### config.mk
export PLATFORM = sky130hd
export DESIGN_NAME = flash_front_end
export DESIGN_NICKNAME = d
export VERILOG_FILES = /design/src/rtl/flash_fe_pkg.sv /design/src/rtl/flash_bus_decode.sv /design/src/rtl/flash_array.sv /design/src/rtl/flash_wsm.sv /design/src/rtl/flash_cmd_ctrl.sv /design/src/rtl/flash_front_end.sv
export SDC_FILE = /design/constraint.sdc
export NUM_CORES = 1
export LEC_CHECK = 0
export BUFFER_PORTS_ARGS = -buffer_cell sky130_fd_sc_hd__buf_2
export CAP_MARGIN = 10
export CORE_MARGIN = 3
export CORE_UTILIZATION = 50
export CTS_CLUSTER_DIAMETER = 100
export DETAILED_ROUTE_END_ITERATION = 12
export HOLD_SLACK_MARGIN = 0.1
export PLACE_DENSITY = 0.66
export REMOVE_ABC_BUFFERS = 1
export SYNTH_ARGS = -nofsm -noshare
export SYNTH_HDL_FRONTEND = slang
export SYNTH_SLANG_ARGS = --single-unit
### constraint.sdc
create_clock -name clk -period 4.1 [get_ports clk]
set_clock_uncertainty 0.2 [all_clocks]
set_input_delay 0.205 -clock clk [delete_from_list [all_inputs] [get_ports clk]]
set_output_delay 0.205 -clock clk [all_outputs]
set_load 0.03 [all_outputs]
### src/rtl/flash_fe_pkg.sv
package flash_fe_pkg;

  typedef enum logic [2:0] {
    BUS_RESET,
    BUS_READ,
    BUS_ODIS,
    BUS_STBY,
    BUS_WRITE
  } bus_mode_e;

  typedef enum logic [1:0] {
    SRC_ARRAY,
    SRC_STATUS,
    SRC_IDENT
  } rd_src_e;

  typedef enum logic [1:0] {
    SEQ_IDLE,
    SEQ_PROG,
    SEQ_ERASE
  } seq_e;

  localparam logic [7:0] CMD_READ_ARRAY = 8'hFF;
  localparam logic [7:0] CMD_READ_STAT  = 8'h70;
  localparam logic [7:0] CMD_CLEAR_STAT = 8'h50;
  localparam logic [7:0] CMD_READ_IDENT = 8'h90;
  localparam logic [7:0] CMD_PROG_SETUP = 8'h40;
  localparam logic [7:0] CMD_ERASE_SET  = 8'h20;
  localparam logic [7:0] CMD_CONFIRM    = 8'hD0;

endpackage

### src/rtl/flash_bus_decode.sv
module flash_bus_decode
  import flash_fe_pkg::*;
(
  input  logic      rp_n,
  input  logic      ce_n,
  input  logic      oe_n,
  input  logic      we_n,
  output bus_mode_e mode
);

  always_comb begin
    if (!rp_n)                mode = BUS_RESET;
    else if (ce_n)            mode = BUS_STBY;
    else if (!oe_n && we_n)   mode = BUS_READ;
    else if (oe_n && !we_n)   mode = BUS_WRITE;
    else                      mode = BUS_ODIS;  // both strobes low or both high
  end

endmodule

### src/rtl/flash_array.sv
module flash_array #(
  parameter int DW = 16,
  parameter int AW = 5
) (
  input  logic          clk,
  input  logic          we,
  input  logic [AW-1:0] waddr,
  input  logic [DW-1:0] wdata,
  input  logic [AW-1:0] raddr_a,
  output logic [DW-1:0] rdata_a,
  input  logic [AW-1:0] raddr_b,
  output logic [DW-1:0] rdata_b
);

  localparam int DEPTH = 1 << AW;

  logic [DW-1:0] mem [DEPTH];

  always_ff @(posedge clk) begin
    if (we) mem[waddr] <= wdata;
    rdata_a <= mem[raddr_a];
    rdata_b <= mem[raddr_b];
  end

endmodule

### src/rtl/flash_wsm.sv
module flash_wsm #(
  parameter int DW        = 16,
  parameter int AW        = 5,
  parameter int BLK_AW    = 3,
  parameter int PROG_CYC  = 6,
  parameter int ERASE_CYC = 12
) (
  input  logic          clk,
  input  logic          rst,
  input  logic          abort,
  input  logic          go,
  input  logic          go_erase,
  input  logic [AW-1:0] go_addr,
  input  logic [DW-1:0] go_data,
  output logic          busy,
  output logic          mem_we,
  output logic [AW-1:0] mem_waddr,
  output logic [DW-1:0] mem_wdata,
  output logic [AW-1:0] rmw_addr,
  input  logic [DW-1:0] rmw_data
);

  localparam int MAXC = (PROG_CYC > ERASE_CYC) ? PROG_CYC : ERASE_CYC;
  localparam int CW   = $clog2(MAXC + 1);

  logic [CW-1:0]   cnt;
  logic [BLK_AW:0] idx;
  logic            erase_q;
  logic [AW-1:0]   addr_q;
  logic [DW-1:0]   data_q;

  always_ff @(posedge clk) begin
    if (rst || abort) begin
      busy    <= 1'b0;
      cnt     <= '0;
      idx     <= '0;
      erase_q <= 1'b0;
    end else if (go) begin
      busy    <= 1'b1;
      cnt     <= go_erase ? CW'(ERASE_CYC) : CW'(PROG_CYC);
      idx     <= '0;
      erase_q <= go_erase;
      addr_q  <= go_addr;
      data_q  <= go_data;
    end else if (busy) begin
      cnt <= cnt - CW'(1);
      if (cnt == CW'(1)) busy <= 1'b0;
      if (erase_q && !idx[BLK_AW]) idx <= idx + 1'b1;
    end
  end

  assign rmw_addr = addr_q;

  always_comb begin
    mem_we    = busy && (erase_q ? !idx[BLK_AW] : (cnt == CW'(1)));
    mem_waddr = erase_q ? {addr_q[AW-1:BLK_AW], idx[BLK_AW-1:0]} : addr_q;
    mem_wdata = erase_q ? '1 : (rmw_data & data_q);
  end

endmodule

### src/rtl/flash_cmd_ctrl.sv
module flash_cmd_ctrl
  import flash_fe_pkg::*;
#(
  parameter int DW         = 16,
  parameter int AW         = 5,
  parameter int BLK_AW     = 3,
  parameter int NUM_LOCKED = 1
) (
  input  logic          clk,
  input  logic          rst,
  input  logic          bus_rst,
  input  logic          wr_stb,
  input  logic [AW-1:0] cmd_addr,
  input  logic [DW-1:0] cmd_data,
  input  logic          vpp_below,
  input  logic          prot_release,
  input  logic          busy,
  output rd_src_e       rd_src,
  output logic [7:0]    status,
  output logic          go,
  output logic          go_erase
);

  seq_e       seq;
  logic       err_erase, err_prog, err_vpp, err_lock;
  logic [7:0] cmd;
  logic       in_block_prot, blocked, take, confirm;

  always_comb begin
    cmd           = cmd_data[7:0];
    in_block_prot = int'(cmd_addr[AW-1:BLK_AW]) < NUM_LOCKED;
    blocked       = in_block_prot && !prot_release;
    take          = wr_stb && !busy;
    confirm       = (seq == SEQ_PROG) || ((seq == SEQ_ERASE) && (cmd == CMD_CONFIRM));
    go            = take && confirm && !vpp_below && !blocked;
    go_erase      = (seq == SEQ_ERASE);
    status        = {!busy, 1'b0, err_erase, err_prog, err_vpp, 1'b0, err_lock, 1'b0};
  end

  always_ff @(posedge clk) begin
    if (rst || bus_rst) begin
      seq       <= SEQ_IDLE;
      rd_src    <= SRC_ARRAY;
      err_erase <= 1'b0;
      err_prog  <= 1'b0;
      err_vpp   <= 1'b0;
      err_lock  <= 1'b0;
    end else if (take) begin
      unique case (seq)
        SEQ_PROG: begin
          seq    <= SEQ_IDLE;
          rd_src <= SRC_STATUS;
          if (vpp_below) begin
            err_vpp  <= 1'b1;
            err_prog <= 1'b1;
          end else if (blocked) begin
            err_lock <= 1'b1;
            err_prog <= 1'b1;
          end
        end
        SEQ_ERASE: begin
          seq    <= SEQ_IDLE;
          rd_src <= SRC_STATUS;
          if (cmd != CMD_CONFIRM) begin
            err_prog  <= 1'b1;
            err_erase <= 1'b1;
          end else if (vpp_below) begin
            err_vpp   <= 1'b1;
            err_erase <= 1'b1;
          end else if (blocked) begin
            err_lock  <= 1'b1;
            err_erase <= 1'b1;
          end
        end
        default: begin
          case (cmd)
            CMD_READ_ARRAY: rd_src <= SRC_ARRAY;
            CMD_READ_STAT:  rd_src <= SRC_STATUS;
            CMD_READ_IDENT: rd_src <= SRC_IDENT;
            CMD_CLEAR_STAT: begin
              err_erase <= 1'b0;
              err_prog  <= 1'b0;
              err_vpp   <= 1'b0;
              err_lock  <= 1'b0;
            end
            CMD_PROG_SETUP: begin
              seq    <= SEQ_PROG;
              rd_src <= SRC_STATUS;
            end
            CMD_ERASE_SET: begin
              seq    <= SEQ_ERASE;
              rd_src <= SRC_STATUS;
            end
            default: ;
          endcase
        end
      endcase
    end
  end

endmodule

### src/rtl/flash_front_end.sv
module flash_front_end
  import flash_fe_pkg::*;
#(
  parameter int          DW         = 16,
  parameter int          AW         = 5,
  parameter int          BLK_AW     = 3,
  parameter int          NUM_LOCKED = 1,
  parameter int          PROG_CYC   = 6,
  parameter int          ERASE_CYC  = 12,
  parameter logic [15:0] MFR_CODE   = 16'h00A7,
  parameter logic [15:0] DEV_CODE   = 16'h5C3E
) (
  input  logic          clk,
  input  logic          rst,
  input  logic          rp_n,
  input  logic          ce_n,
  input  logic          oe_n,
  input  logic          we_n,
  input  logic [AW-1:0] addr,
  input  logic [DW-1:0] dq_in,
  output logic [DW-1:0] dq_out,
  output logic          dq_oe,
  input  logic          vpp_below,
  input  logic          prot_release
);

  localparam logic [DW-1:0] MFR_W = MFR_CODE[DW-1:0];
  localparam logic [DW-1:0] DEV_W = DEV_CODE[DW-1:0];

  bus_mode_e     mode;
  rd_src_e       rd_src, sel_q;
  logic          wr_prev, wr_stb, bus_rst;
  logic          wsm_busy, go, go_erase;
  logic [7:0]    status_byte;
  logic          mem_we;
  logic [AW-1:0] mem_waddr, rmw_addr;
  logic [DW-1:0] mem_wdata, rmw_data, arr_rd, id_q;

  flash_bus_decode u_dec (
    .rp_n (rp_n), .ce_n (ce_n), .oe_n (oe_n), .we_n (we_n), .mode (mode)
  );

  assign bus_rst = (mode == BUS_RESET);
  assign wr_stb  = (mode == BUS_WRITE) && !wr_prev;

  always_ff @(posedge clk) begin
    if (rst) begin
      wr_prev <= 1'b0;
      dq_oe   <= 1'b0;
      sel_q   <= SRC_ARRAY;
      id_q    <= '0;
    end else begin
      wr_prev <= (mode == BUS_WRITE);
      dq_oe   <= (mode == BUS_READ);
      sel_q   <= rd_src;
      id_q    <= (addr == AW'(0)) ? MFR_W : ((addr == AW'(1)) ? DEV_W : '0);
    end
  end

  flash_cmd_ctrl #(
    .DW (DW), .AW (AW), .BLK_AW (BLK_AW), .NUM_LOCKED (NUM_LOCKED)
  ) u_cmd (
    .clk          (clk),
    .rst          (rst),
    .bus_rst      (bus_rst),
    .wr_stb       (wr_stb),
    .cmd_addr     (addr),
    .cmd_data     (dq_in),
    .vpp_below    (vpp_below),
    .prot_release (prot_release),
    .busy         (wsm_busy),
    .rd_src       (rd_src),
    .status       (status_byte),
    .go           (go),
    .go_erase     (go_erase)
  );

  flash_wsm #(
    .DW (DW), .AW (AW), .BLK_AW (BLK_AW), .PROG_CYC (PROG_CYC), .ERASE_CYC (ERASE_CYC)
  ) u_wsm (
    .clk       (clk),
    .rst       (rst),
    .abort     (bus_rst),
    .go        (go),
    .go_erase  (go_erase),
    .go_addr   (addr),
    .go_data   (dq_in),
    .busy      (wsm_busy),
    .mem_we    (mem_we),
    .mem_waddr (mem_waddr),
    .mem_wdata (mem_wdata),
    .rmw_addr  (rmw_addr),
    .rmw_data  (rmw_data)
  );

  flash_array #(.DW (DW), .AW (AW)) u_mem (
    .clk     (clk),
    .we      (mem_we),
    .waddr   (mem_waddr),
    .wdata   (mem_wdata),
    .raddr_a (addr),
    .rdata_a (arr_rd),
    .raddr_b (rmw_addr),
    .rdata_b (rmw_data)
  );

  always_comb begin
    dq_out = '0;
    if (dq_oe) begin
      unique case (sel_q)
        SRC_STATUS: dq_out = DW'(status_byte);
        SRC_IDENT:  dq_out = id_q;
        default:    dq_out = arr_rd;
      endcase
    end
  end

endmodule

==> results by stage <==
Yosys:
- The flip-flop cell with the highest count after synthesis is sky130_fd_sc_hd__edfxtp_1.
- The total of warnings raised by yosys is 0.
- The number of different library cells in the post-synthesis netlist is 56.
- The synthesized area divided by synthesized cell count is 19.09 um^2.
- The proportion of synthesized chip area in sequential cells is 66.23%.
- The share of flip-flops with an asynchronous set or reset is 0%.
- The number of instances in the synthesized netlist is 1,356.
- After synthesis the netlist holds a flip-flop and latch count of 590.
- After synthesis the cells add up to 25,890 um^2.
- In this run, synthesis inferred 533 flip-flops with an integrated enable.

Final layout:
- After the last flow step, the layout net total stands at 1,489.
- In the layout the commonest cells are sky130_fd_sc_hd__edfxtp_1, sky130_fd_sc_hd__mux4_2, sky130_fd_sc_hd__o22ai_1, sky130_fd_sc_hd__a22oi_1, sky130_fd_sc_hd__clkbuf_16.
- The number of antenna repair diodes is 0.
- The share of layout cells above drive strength 1 is 32.49%.
- The area growth from synthesis to layout is 13.64%.
- The library cell used most frequently in the layout, excluding fill and tap cells, is sky130_fd_sc_hd__edfxtp_1.
- At the end of the flow the core is filled with cells to 58.05%.

GRT:
- The first global-routing pass estimated 102,600 um of wire.
- The total overflow left after global routing is 0.
- The overall fraction of global-route tracks in use is 26.16%.
- Entering global routing, the biggest net connects 71 pins.
- The number of antenna violations at the first check in global routing came to 0.
- The via count of the first global-routing pass is 15.17k.

Power:
- After layout, the design draws a total of 12.33 mW.
- The power density of the placed cells is 419.0 nW/um^2.
- The analysis attributes to cell leakage a power of 9.433 nW.
- Across the VDD grid, the largest voltage drop is 0.0003153 V.

Floorplan:
- The die width is 233.5 um.
- The y dimension of the die is 233.5 um.
- Once the floorplan was initialized, standard cells occupied 51.08% of the core.
- 46 I/O pins were placed.
- The area of the die is 54,540 um^2.
- The core area is 50,680 um^2.
- The number of standard-cell rows in the floorplan is 82.

STA:
- The count of pins over their slew limit came to 0.
- Headroom to the max-slew limit came out at 21.31%.
- After layout, the worst path uses 78.59% of the clock period.
- Setup slack on the critical path of the routed design comes to 877.9 ps.
- The final-report hold violation count is 0.
- At the pin with the least slew margin, the transition time is 1180 ps.
- The maximum achievable frequency is 310.4 MHz.
- The minimum clock period after layout is 3222 ps.
- Setup repair after global routing left no endpoint under its margin.
- Setup total negative slack on the finished layout was measured at 0 ps.
- The number of endpoints failing setup at the final stage is 0.

Detailed routing:
- The final route contains 14.74k vias.
- The average detailed-routed wire length per instance is 31.77 um.
- The first routing iteration left 1,678 violations.
- The first-pass iteration count of the detailed router is 5.
- The post-route DRC violation count is 0.
- The routed wire length is 68,980 um.
- In the routed layout, each cell is associated on average with a via count of 6.788.
- The number of nets still failing antenna checks after routing is 0.

Clock network:
- TritonCTS built the clock tree.
- The number of clock buffers added by TritonCTS is 60.
- The number of gates given a new drive strength after cts is 0.
- The clock tree buffer depth is 3.
- Clock latency on the worst-skew pair, taken at its later pin, is 630 ps.
- The tree is rooted in a sky130_fd_sc_hd__clkbuf_16.
- The tree built by TritonCTS fans out to 590 sinks.
- CTS built an H-tree with a depth of 2.
- The total setup buffers inserted after CTS is 0.
- The clock input transition at the sequential cells of the worst setup and hold paths is 60 ps.

Worst setup path:
- The required arrival time at the worst endpoint is 4140 ps.
- Along the worst path, the maximum fanout reaches 20.
- The arrival time at the worst endpoint is 3260 ps.
- The critical path class is flop to flop.
- The setup check on the worst reg-to-reg path leaves a slack of 880 ps.
- The worst setup path is launched from a flop.
- The worst setup path is captured at a flop.
- The number of cells on the worst reg-to-reg path is 4.

Placement:
- In this run the tool buffered the top-level ports with 45 buffer cells.
- Timing analysis after detailed placement gives a worst setup slack of 909.3 ps.
- The total half-perimeter wirelength after legalization and detailed placement is 43,530 um.
- Routability-driven placement finished with a final weighted congestion of 0.9099.

Min path:
- The number of cells on the worst hold path is 2.
- The worst hold path belongs to the class primary input to flop.

Flow run:
- The total of max-cap violations is 0.

Status:
- The run finished with clean final reports.
## routing by layer
layer | up-vias | GRT usage, % | part of all wire [%]
li1 | 6015 | - | -
met1 | 7803 | 35.59 | 38
met2 | 776 | 41.92 | 49
met3 | 143 | 4.317 | 7.9
met4 | 0 | 12.05 | 5.1
met5 | - | 0 | 0
## registers in the layout, summed over array words and instances (netlist names), 2 cells and up
signal,cells
u_wsm.data_q,16
id_q,3
u_cmd.seq,2
u_wsm.cnt,4
u_mem.mem,512
u_wsm.rmw_addr,5
u_mem.rdata_b,16
u_cmd.rd_src,2
u_mem.rdata_a,16
sel_q,2
u_wsm.idx,4
## synth_stat cells, types with 2 or more instances
cell | instances | area [um^2]
sky130_fd_sc_hd__edfxtp_1 | 533 | 16010
sky130_fd_sc_hd__mux4_2 | 256 | 5766
sky130_fd_sc_hd__o22ai_1 | 65 | 406.6
sky130_fd_sc_hd__a22oi_1 | 64 | 480.5
sky130_fd_sc_hd__dfxtp_1 | 57 | 1141
sky130_fd_sc_hd__clkbuf_1 | 55 | 206.5
sky130_fd_sc_hd__nor2_1 | 51 | 191.4
sky130_fd_sc_hd__nand2_1 | 29 | 108.9
sky130_fd_sc_hd__buf_2 | 23 | 115.1
sky130_fd_sc_hd__a21oi_1 | 21 | 105.1
sky130_fd_sc_hd__inv_1 | 20 | 75.07
sky130_fd_sc_hd__nor4_1 | 20 | 125.1
sky130_fd_sc_hd__buf_1 | 18 | 67.56
sky130_fd_sc_hd__nand4_1 | 18 | 112.6
sky130_fd_sc_hd__a21o_1 | 16 | 120.1
sky130_fd_sc_hd__ha_1 | 9 | 112.6
sky130_fd_sc_hd__nand3_1 | 9 | 45.04
sky130_fd_sc_hd__and3_1 | 7 | 43.79
sky130_fd_sc_hd__o21ai_0 | 7 | 35.03
sky130_fd_sc_hd__a211oi_1 | 6 | 45.04
sky130_fd_sc_hd__and2_1 | 6 | 37.54
sky130_fd_sc_hd__nor2b_1 | 6 | 37.54
sky130_fd_sc_hd__nor3_1 | 6 | 30.03
sky130_fd_sc_hd__a31oi_1 | 4 | 25.02
sky130_fd_sc_hd__nand2b_1 | 4 | 25.02
sky130_fd_sc_hd__nand3b_1 | 4 | 30.03
sky130_fd_sc_hd__o21ai_1 | 4 | 20.02
sky130_fd_sc_hd__nor3b_1 | 3 | 22.52
sky130_fd_sc_hd__xnor2_1 | 3 | 26.28
sky130_fd_sc_hd__o21bai_1 | 2 | 15.01
sky130_fd_sc_hd__or3b_1 | 2 | 17.52
sky130_fd_sc_hd__or3b_2 | 2 | 17.52
sky130_fd_sc_hd__or4b_4 | 2 | 27.53
sky130_fd_sc_hd__xor2_1 | 2 | 17.52
## area by class of cell
class / count / area [um^2]
tap: 672 / 840.8
inverter: 20 / 75.07
clock buffer: 71 / 1564
fill: 3721 / 21260
sequential: 590 / 17150
clock inverter: 39 / 372.9
timing repair buffer: 130 / 1052
multi-input combinational: 649 / 8368
## power by group
| part | total, mW | switching (mW) | internal (mW) |
|---|---|---|---|
| Clock | 5.44 | 2.29 | 3.15 |
| Combinational | 0.398 | 0.214 | 0.184 |
| Sequential | 6.49 | 0.00801 | 6.48 |
| Total | 12.3 | 2.52 | 9.81 |
## metrics by stage
step	cells	cell area, um^2	hold WS (ps)
floorplan	1259	25490	71.69
global placement	2027	27140	187.0
detailed placement	2027	27140	187.8
CTS	2171	29420	100.8
global route	2171	29420	140.2
finish	2171	29420	116.7
## critical path, cell delays in order, from the launching register on
cell and delay (ps):
sky130_fd_sc_hd__dfxtp_1 770, sky130_fd_sc_hd__nor2b_1 330, sky130_fd_sc_hd__o21a_1 260, sky130_fd_sc_hd__o21ai_1 380, sky130_fd_sc_hd__nor2_2 890
## what timing repair did
item,CTS,global route
endpoints found under the hold margin,44,0
endpoints found under the setup margin,0,0
hold buffers,34,0
## final timing paths
check                                    from                 to
worst max register to register  u_wsm.erase_q   u_mem.mem[31][1]
worst max-delay path            u_wsm.erase_q   u_mem.mem[31][1]
worst min register to register   u_wsm.idx[3]       u_wsm.idx[3]
worst min-delay path                  addr[0]  u_wsm.rmw_addr[0]
## cells by family after synthesis
family | Yosys count | share of synthesized area, %
mux | 258 | 22.35
simple gates | 178 | 3.746
flops | 590 | 66.23
xor+xnor | 5 | 0.1692
buf+inv | 117 | 1.812
compound gates | 199 | 5.254
fa+ha+maj | 9 | 0.4350
Power figures use the tool's default switching activity.
